## config.mk

```make
export PLATFORM = sky130hd
export DESIGN_NAME = mgmt_csum_port
export DESIGN_NICKNAME = d
export VERILOG_FILES = /design/src/rtl/mgmt_csum_pkg.sv /design/src/rtl/mgmt_csum_calc.sv /design/src/rtl/mgmt_regbank.sv /design/src/rtl/mgmt_guard.sv /design/src/rtl/mgmt_csum_port.sv
export SDC_FILE = /design/constraint.sdc
export NUM_CORES = 2
export LEC_CHECK = 0
export BUFFER_PORTS_ARGS = -buffer_cell sky130_fd_sc_hd__buf_2
export CAP_MARGIN = 20
export CORE_UTILIZATION = 60
export CTS_CLUSTER_SIZE = 10
export DETAILED_ROUTE_END_ITERATION = 16
export MAX_ROUTING_LAYER = met4
export PLACE_DENSITY = 0.76
export SLEW_MARGIN = 5
export SYNTH_ARGS = -nofsm -noshare
export SYNTH_HDL_FRONTEND = slang
export SYNTH_SLANG_ARGS = --single-unit
```

## constraint.sdc

```tcl
create_clock -name clk -period 8.77 [get_ports clk]
set_input_delay 0.4385 -clock clk [delete_from_list [all_inputs] [get_ports clk]]
set_output_delay 0.4385 -clock clk [all_outputs]
set_load 0.05 [all_outputs]
```

## src/rtl/mgmt_csum_pkg.sv

```systemverilog
// Shared widths, bus opcodes and service register addresses for the
// checksum-guarded management port.
package mgmt_csum_pkg;
    localparam int DATA_W = 16;
    localparam int FLD_W  = 5;
    localparam int ABS_W  = 2 * FLD_W;
    localparam int SUM_W  = 8;

    localparam logic [1:0] OP_WR = 2'b01;
    localparam logic [1:0] OP_RD = 2'b10;

    localparam logic [FLD_W-1:0] SVC_PHY = 5'h19;
    localparam logic [FLD_W-1:0] CHK_REG = 5'h19;
    localparam logic [FLD_W-1:0] CTL_REG = 5'h1A;

    localparam logic [ABS_W-1:0] CHK_ABS = {SVC_PHY, CHK_REG};
    localparam logic [ABS_W-1:0] CTL_ABS = {SVC_PHY, CTL_REG};

    typedef logic [ABS_W-1:0]  abs_addr_t;
    typedef logic [DATA_W-1:0] word_t;
    typedef logic [SUM_W-1:0]  sum_t;
endpackage

```

## src/rtl/mgmt_csum_calc.sv

```systemverilog
// XOR-fold checksum over 16-bit data, 10-bit absolute address and 2-bit
// opcode. Purely combinational; assumes the fixed widths of the package.
module mgmt_csum_calc
    import mgmt_csum_pkg::*;
(
    input  word_t     data,
    input  abs_addr_t addr,
    input  logic [1:0] op,
    output sum_t      sum
);
    genvar i;
    generate
        for (i = 0; i < SUM_W; i++) begin : g_bit
            // Each bit folds the two data halves with the low address bit,
            // then adds an upper-address or opcode term for the low four bits.
            if (i < 2) begin : g_hiaddr
                assign sum[i] = data[i] ^ data[i+8] ^ addr[i] ^ addr[i+8];
            end else if (i < 4) begin : g_op
                assign sum[i] = data[i] ^ data[i+8] ^ addr[i] ^ op[i-2];
            end else begin : g_plain
                assign sum[i] = data[i] ^ data[i+8] ^ addr[i];
            end
        end
    endgenerate
endmodule

```

## src/rtl/mgmt_regbank.sv

```systemverilog
// Storage words at absolute addresses 0..DEPTH-1. Writes outside the range
// are dropped, reads outside it return zero. Read is combinational.
module mgmt_regbank
    import mgmt_csum_pkg::*;
#(
    parameter int DEPTH = 64
) (
    input  logic      clk,
    input  logic      rst_n,
    input  logic      we,
    input  abs_addr_t waddr,
    input  word_t     wdata,
    input  abs_addr_t raddr,
    output word_t     rdata
);
    localparam int IDX_W = (DEPTH > 1) ? $clog2(DEPTH) : 1;

    word_t words [DEPTH];

    genvar g;
    generate
        for (g = 0; g < DEPTH; g++) begin : g_ent
            word_t q;
            // Per-word storage: load on a write addressed to this entry.
            always_ff @(posedge clk) begin
                if (!rst_n)
                    q <= '0;
                else if (we && (int'(waddr) == g))
                    q <= wdata;
            end
            assign words[g] = q;
        end
    endgenerate

    logic [IDX_W-1:0] ridx;
    assign ridx = IDX_W'(raddr);

    // Read mux with out-of-range addresses returning zero.
    always_comb begin
        if (int'(raddr) < DEPTH)
            rdata = words[ridx];
        else
            rdata = '0;
    end
endmodule

```

## src/rtl/mgmt_guard.sv

```systemverilog
// Holds guarded writes, compares the host checksum and keeps the enable,
// mismatch and checksum-byte state. Assumes at most one request per cycle
// and that the caller decodes the two service addresses.
module mgmt_guard
    import mgmt_csum_pkg::*;
(
    input  logic      clk,
    input  logic      rst_n,
    input  logic      req_valid,
    input  logic      req_write,
    input  logic      req_is_ctl,
    input  logic      req_is_chk,
    input  abs_addr_t req_abs,
    input  word_t     req_wdata,
    input  sum_t      rd_sum,
    input  sum_t      pend_sum,
    output logic      rf_we,
    output abs_addr_t rf_waddr,
    output word_t     rf_wdata,
    output logic      chk_en,
    output logic      chk_err,
    output sum_t      chk_byte,
    output abs_addr_t pend_addr,
    output word_t     pend_data
);
    logic pend_valid;
    logic wr, rd, is_data, sum_ok;

    assign wr      = req_valid && req_write;
    assign rd      = req_valid && !req_write;
    assign is_data = !req_is_ctl && !req_is_chk;
    assign sum_ok  = pend_valid && (req_wdata[SUM_W-1:0] == pend_sum);

    // Storage write port: direct writes when unguarded, held writes on a match.
    always_comb begin
        rf_we    = 1'b0;
        rf_waddr = req_abs;
        rf_wdata = req_wdata;
        if (wr && is_data && !chk_en) begin
            rf_we = 1'b1;
        end else if (wr && req_is_chk && chk_en && sum_ok) begin
            rf_we    = 1'b1;
            rf_waddr = pend_addr;
            rf_wdata = pend_data;
        end
    end

    // Guard state: enable, held write, mismatch flag and checksum byte.
    always_ff @(posedge clk) begin
        if (!rst_n) begin
            chk_en     <= 1'b0;
            chk_err    <= 1'b0;
            chk_byte   <= '0;
            pend_valid <= 1'b0;
            pend_addr  <= '0;
            pend_data  <= '0;
        end else begin
            if (wr && req_is_ctl) begin
                chk_en <= req_wdata[0];
                if (!req_wdata[0])
                    pend_valid <= 1'b0;
            end
            if (wr && is_data && chk_en) begin
                pend_valid <= 1'b1;
                pend_addr  <= req_abs;
                pend_data  <= req_wdata;
                chk_err    <= 1'b0;
            end
            if (wr && req_is_chk && chk_en) begin
                chk_byte   <= req_wdata[SUM_W-1:0];
                pend_valid <= 1'b0;
                chk_err    <= !sum_ok;
            end
            if (rd && !req_is_chk)
                chk_byte <= rd_sum;
        end
    end
endmodule

```

## src/rtl/mgmt_csum_port.sv

```systemverilog
// Top of the checksum-guarded management port. Decodes the request address,
// muxes read data from storage and the service registers, and registers the
// read response. Assumes one request per cycle on a simple strobe interface.
module mgmt_csum_port
    import mgmt_csum_pkg::*;
#(
    parameter int DEPTH = 64
) (
    input  logic        clk,
    input  logic        rst_n,
    input  logic        req_valid,
    input  logic        req_write,
    input  logic [4:0]  req_phy,
    input  logic [4:0]  req_reg,
    input  logic [15:0] req_wdata,
    output logic        rsp_valid,
    output logic [15:0] rsp_rdata
);
    abs_addr_t req_abs;
    logic      is_ctl, is_chk;
    logic      rf_we;
    abs_addr_t rf_waddr;
    word_t     rf_wdata, rf_rdata;
    logic      chk_en, chk_err;
    sum_t      chk_byte, rd_sum, pend_sum;
    abs_addr_t pend_addr;
    word_t     pend_data;
    word_t     rd_val;

    assign req_abs = {req_phy, req_reg};
    assign is_ctl  = (req_abs == CTL_ABS);
    assign is_chk  = (req_abs == CHK_ABS);

    mgmt_regbank #(.DEPTH(DEPTH)) u_bank (
        .clk   (clk),
        .rst_n (rst_n),
        .we    (rf_we),
        .waddr (rf_waddr),
        .wdata (rf_wdata),
        .raddr (req_abs),
        .rdata (rf_rdata)
    );

    mgmt_guard u_guard (
        .clk        (clk),
        .rst_n      (rst_n),
        .req_valid  (req_valid),
        .req_write  (req_write),
        .req_is_ctl (is_ctl),
        .req_is_chk (is_chk),
        .req_abs    (req_abs),
        .req_wdata  (req_wdata),
        .rd_sum     (rd_sum),
        .pend_sum   (pend_sum),
        .rf_we      (rf_we),
        .rf_waddr   (rf_waddr),
        .rf_wdata   (rf_wdata),
        .chk_en     (chk_en),
        .chk_err    (chk_err),
        .chk_byte   (chk_byte),
        .pend_addr  (pend_addr),
        .pend_data  (pend_data)
    );

    // Read data selection across the service registers and storage.
    always_comb begin
        if (is_ctl)
            rd_val = {{(DATA_W-1){1'b0}}, chk_en};
        else if (is_chk)
            rd_val = {{(DATA_W-SUM_W-1){1'b0}}, chk_err, chk_byte};
        else
            rd_val = rf_rdata;
    end

    mgmt_csum_calc u_rd_sum (
        .data (rd_val),
        .addr (req_abs),
        .op   (OP_RD),
        .sum  (rd_sum)
    );

    mgmt_csum_calc u_wr_sum (
        .data (pend_data),
        .addr (pend_addr),
        .op   (OP_WR),
        .sum  (pend_sum)
    );

    // Registered read response; data holds between reads.
    always_ff @(posedge clk) begin
        if (!rst_n) begin
            rsp_valid <= 1'b0;
            rsp_rdata <= '0;
        end else begin
            rsp_valid <= req_valid && !req_write;
            if (req_valid && !req_write)
                rsp_rdata <= rd_val;
        end
    end
endmodule

```

# After elaboration in Yosys (flattened, before gate mapping)
# Index checks and enable logic that the tools add are counted.
totals:
  regBits: 1078
  inputBits: 30
  output_inout_bits: 17
  word_cells: 287
op_classes:
  order_cmp: 2
  n_eq_ne: 67
  mux: 19
  bitwise: 40
  n_reduce_logical: 87
op_table:
  columns: ["op", "n"]
  rows:
  - ["== test 10 x 7 -> 1 bit (second input constant)", 32]
  - ["== test 10 x 6 -> 1 bit (second input constant)", 16]
  - ["two-way mux 16 bit", 7]
  - ["binary-select mux 16 bit (select 6 bit)", 1]
  - ["== test 10 x 5 -> 1 bit (second input constant)", 8]
  - ["logical AND 1 bit", 76]
  - ["== test 10 x 4 -> 1 bit (second input constant)", 4]
  - ["bitwise XOR 1 bit", 36]
  - ["== test 10 bit (second input constant)", 2]
  - ["== test 10 x 3 -> 1 bit (second input constant)", 2]
  - ["two-way mux 10 bit", 2]
  - ["two-way mux 8 bit", 2]
  - ["== test 10 x 2 -> 1 bit (second input constant)", 1]
  - ["logical NOT 10 bit", 1]
  - ["< comparator 10 x 7 -> 1 bit (second input constant)", 1]
  - ["== test 8 bit", 1]
  - ["greater-or-equal comparator 7 bit (second input constant)", 1]
  - ["two-way mux 1 bit", 7]
  - ["inverter 6 -> 7 bit", 1]
  - ["nonzero test 2 bit", 3]
  - ["logical NOT 1 bit", 5]
  - ["inverter 1 bit", 3]
  - ["inequality test 2 x 1 -> 1 bit (second input constant)", 1]
  - ["AND reduction 2 bit", 1]
  - ["OR reduction 2 bit", 1]

# Longest topological paths before layout
logic_depth:
  depth_word: 11
  ltp_mapped: 13
  mapped_depth_nobuf: 8

# Cells and area by module
# From an unflattened synthesis, not the netlist that was laid out.
unflattened:
  hier_cells: 5320
  area_unflattened_um2: 49920.4
modules_own_cells:
  columns: ["module", "instances", "cells_per_inst", "area_each_um2", "seq_area_each_um2"]
  rows:
  - ["mgmt_regbank", 1, 4952, 46689.8, 20499.7]
  - ["mgmt_guard", 1, 207, 1878.1, 740.7]
  - ["mgmt_csum_port", 1, 121, 1002.2, 340.3]
  - ["mgmt_csum_calc", 2, 20, 175.2, 0.0]

# Worst setup path after synthesis
# OpenSTA, ideal clock, no wires.
synth_timing:
  path_kind: "input -> register"
  from: "input req_reg[4]"
  to: "register u_bank.g_ent[11].q[10]"
  setup_time_ns: 0.072
  arrival_ns: 3.651
  required_time_ns: 8.698
  setup_slack_ns: 5.047
  stages: 11
  path_buffers: 3
  cell_sequence: "buf_2 nand2_1 or4_4 nor3_2 nor4b_4 buf_6 mux2i_1 nand3_2 nor2_2 buf_4 mux2i_1"
synth_via:
  elab_chain_len: 8
  elab_cells_between_ends: 18
  classes_between: "3 x eq/ne; 6 x mux; 9 x reduce/logical"
synth_rtl:
  columns: ["item", "line_no", "rtl"]
  rows:
  - ["from (decl)", "mgmt_csum_port.sv:14", "input logic [4:0] req_reg,"]
  - ["== test 10 bit (on tied branches)", "mgmt_csum_port.sv:32, mgmt_csum_port.sv:31", null]
  - ["logical AND 1 bit / logical NOT 1 bit (equally long branches)", "mgmt_guard.sv:41, mgmt_guard.sv:31", null]
  - ["logical AND 1 bit (on tied branches)", "mgmt_guard.sv:41, mgmt_guard.sv:31", null]
  - ["logical AND 1 bit (on tied branches)", "mgmt_guard.sv:41, mgmt_guard.sv:39", null]
  - ["two-way mux 10 bit / logical AND 1 bit (equally long branches)", "mgmt_guard.sv:41, mgmt_guard.sv:39", null]
  - ["two-way mux 10 bit", "mgmt_guard.sv:39", "if (wr && is_data && !chk_en) begin"]
  - ["== test 10 x 5 -> 1 bit", "mgmt_regbank.sv:28", "else if (we && (int'(waddr) == g))"]
  - ["logical AND 1 bit", "mgmt_regbank.sv:28", null]
  - ["to (signal assigned)", "mgmt_regbank.sv:29", "q <= wdata;"]
  - ["to (decl)", "mgmt_regbank.sv:23", "word_t q;"]
# Several ways; a longest one is shown, not always the timed one.
# A chain may end at the register's enable or synchronous reset.

# Worst setup path in the final report
layout_timing:
  from: "input req_reg[2]"
  to: "register u_bank.g_ent[16].q[15]"
layout_via:
  elab_chain_len: 8
  elab_cells_between_ends: 18
  classes_between: "3 x eq/ne; 6 x mux; 9 x reduce/logical"
layout_rtl:
  columns: ["item", "line_no"]
  rows:
  - ["== test 10 bit (on tied branches)", "mgmt_csum_port.sv:32, mgmt_csum_port.sv:31"]
  - ["logical AND 1 bit / logical NOT 1 bit (equally long branches)", "mgmt_guard.sv:41, mgmt_guard.sv:31"]
  - ["logical AND 1 bit (on tied branches)", "mgmt_guard.sv:41, mgmt_guard.sv:31"]
  - ["logical AND 1 bit (on tied branches)", "mgmt_guard.sv:41, mgmt_guard.sv:39"]
  - ["two-way mux 10 bit / logical AND 1 bit (equally long branches)", "mgmt_guard.sv:41, mgmt_guard.sv:39"]
  - ["two-way mux 10 bit", "mgmt_guard.sv:39"]
  - ["== test 10 x 6 -> 1 bit", "mgmt_regbank.sv:28"]
  - ["logical AND 1 bit", "mgmt_regbank.sv:28"]
  - ["to (signal assigned)", "mgmt_regbank.sv:29"]
  - ["to (decl)", "mgmt_regbank.sv:23"]
# Several ways; a longest one is shown, not always the timed one.

==> metrics.txt <==
First DRT Iteration DRCs 3834; routed len/inst 24.3 um; critical path capture point type register; Max Transition Viols Final 0; post-CTS setup buffer count 0; main combinational cell family by area after synthesis multiplexers; vias 34.3k; fraction of registers with async set/reset 0; Post-CTS Resized 0; number of I/O port buffers 46; Psw 2230 uW; initial antenna violation count 2; post-synthesis simple-gate area fraction 0.118; number of global-route vias before repair 33.3k; CP arrival 5130 ps; synth top area cells dfxtp_1 (45%), mux2i_1 (23%), mux4_2 (11%); row cnt 103; dpl cells 5248; WP data required 9360 ps; Cell variety after synth 77; DRT Wirelength 131 mm; setup TNS after final layout 0 ps; die area 80800 um2; total area of sequential cells 21600 um2; placer congestion estimate 0.946; first-pass GRT wire length 201 mm; final critical-path required period 4540 ps; Power Internal 7410 uW; Worst VDD drop 0.149 mV; Synth Instances 4482; sequential share of power 0.509; Final Power 9640 uW; die height 284 um; nets@finish 4349; PD cells 188 nW/um2; Yosys reg bits 1078; Residual DRC 0; post-route insts no fill 5377; power share of the combinational group 0.050; layout cells sized above 1 0.142; number of hold buffers added after cts 0; fmax 220 MHz; DP Wirelength 76.6 mm; TritonCTS buffer count 117; Multi-input gate area 24500 um2; core area 78900 um2; Post-synth EDFFs 0; # clock sinks 1078; Netlist Area Pre-Place 47800 um2; clock group share of total power 0.441; area grow syn2layout 7.26%; GRT Residual Overflow 0; adder-cell share of the synthesized area 0; Final setup viols 0; worst skew pair latency 690 ps; top-count cell post-synth nand2_1; Worst slew margin 0.143; Layout Skew 21.7 ps; gr usage total 0.330; H-tree levels 3; Lkg Pwr 0.0210 uW; CTS Root Buffer Type clkbuf_16; unrepaired setup endpoints after global routing no; Min-Delay Path Class in -> reg; Core Util, Final 0.650; crit-path max FO 41; Die Wd 284 um; Sw Ratio 0.232; Worst Tran Pin Value 1280 ps; syn_nets 4512; dominant cell type by area after synthesis dfxtp_1; Clock Path Buffers 3; Synth Flop Type dfxtp_1; initial core utilization 0.606; status completed; Post-DP Area 48200 um2; post-route cell area 51300 um2; Setup CP Type in -> reg; CP Launch Type input port; Compound-Gate Fraction of Synth Area 0.0351; antenna viol nets, final 0; CTS tree yes; drt pass-1 iters 6; Yosys warning count 0; Final Hold Fails 0; most instantiated cells after synthesis nand2_1 (1150), mux2i_1 (1093), dfxtp_1 (1078), clkbuf_1 (280), mux4_2 (243); syn_area_per_cell 10.7 um2; post-synth top area share 0.451; mux share of post-synthesis cell area 0.350; Reg clk slew, reported paths 60 ps; Via density 6.37; largest net degree at the start of global routing 227; Final Cycle Share 0.518; fill count 6084; Max-cap violations 0; io pins 47; XOR/XNOR Fraction of Synth Area 0.00717; sequential cell area fraction in the yosys report 0.451
sequential cells by signal, indices dropped and copies added, names as in the netlist, 8 cells and up:
name	flops
rsp_rdata	16
u_bank.g_ent.q	1024
u_guard.chk_byte	8
u_guard.pend_addr	10
u_guard.pend_data	16
routing by layer:
layer / global-route usage / vias up / routed length, um
li1: - / 15276 / -
met1: 0.448 / 17152 / 55900
met2: 0.502 / 1540 / 59500
met3: 0.0445 / 289 / 10500
met4: 0.126 / 0 / 4900
met5: - / - / 0
power by group through the flow:
stage | sequential, uW | clock [uW] | combinational (uW)
finish | 4910 | 4250 | 484
global placement | 5010 | 0 | 475
global route | 4910 | 4480 | 503
detailed placement | 5020 | 0 | 474
CTS | 4910 | 4280 | 475
floorplan | 5030 | 0 | 312
logic make-up after synthesis:
group	count (synthesis)
compound gates	235
mux	1366
xor+xnor	36
flops	1078
buf+inv	409
simple gates	1358
area by class of cell:
cell class                 instances  share of cell area
sequential                      1078               0.421
inverter                           5            0.000366
clock buffer                     122              0.0587
timing repair buffer             122              0.0166
clock inverter                     3            0.000878
tap                             1050              0.0256
multi-input combinational       2995               0.477
antenna                            2           0.0000976
worst max-delay path, cell delays in order:
cell and delay, ps:
buf_4 270, buf_4 400, nand2b_1 260, or4_4 580
nor3_2 180, nor4b_4 290, mux2_2 460, nor3_1 1030
nand2_2 810, mux2i_1 360
worst paths after layout:
path                                             from                             endpoint  slack (ps)  cells after the start
setup / recovery                           req_reg[2]  u_bank.g_ent[16].q[15]$_SDFFE_PN0P_        4230                     10
hold / removal                          req_wdata[15]   u_guard.pend_data[15]$_SDFFE_PN0P_          20                      3
setup reg to reg    u_guard.pend_addr[9]$_SDFFE_PN0P_  u_bank.g_ent[16].q[15]$_SDFFE_PN0P_        4280                      8
hold reg to reg   u_bank.g_ent[46].q[14]$_SDFFE_PN0P_  u_bank.g_ent[46].q[14]$_SDFFE_PN0P_         450                      2
stage by stage:
stage,worst slack (ps),hold slack (ps)
after global routing,4150,57.9
after global placement,3760,439
after detailed placement,3620,443
after CTS,4340,2.13
after floorplan,5050,430
final,4230,15.2
layout by cell type, fill, tap and decap left out, drive strengths merged, types with 8 or more instances in the layout:
cell | Yosys | routed
nand2 | 1181 | 1181
and3 | 8 | 8
o22ai | 11 | 11
mux4 | 243 | 243
clkbuf | 280 | 123
mux2i | 1093 | 1093
buf | 124 | 121
a22oi | 23 | 23
xnor2 | 22 | 22
dfxtp | 1078 | 1078
nor2 | 65 | 65
a21oi | 19 | 19
nor3b | 8 | 8
o211ai | 17 | 17
a21boi | 30 | 30
nor2b | 9 | 9
nor3 | 18 | 18
o21ai | 48 | 48
mux2 | 30 | 30
a211oi | 12 | 12
o221ai | 18 | 18
nand3 | 20 | 20
a22o | 10 | 10
xor2 | 12 | 12
Note: power is estimated with default switching activity, not from simulation.
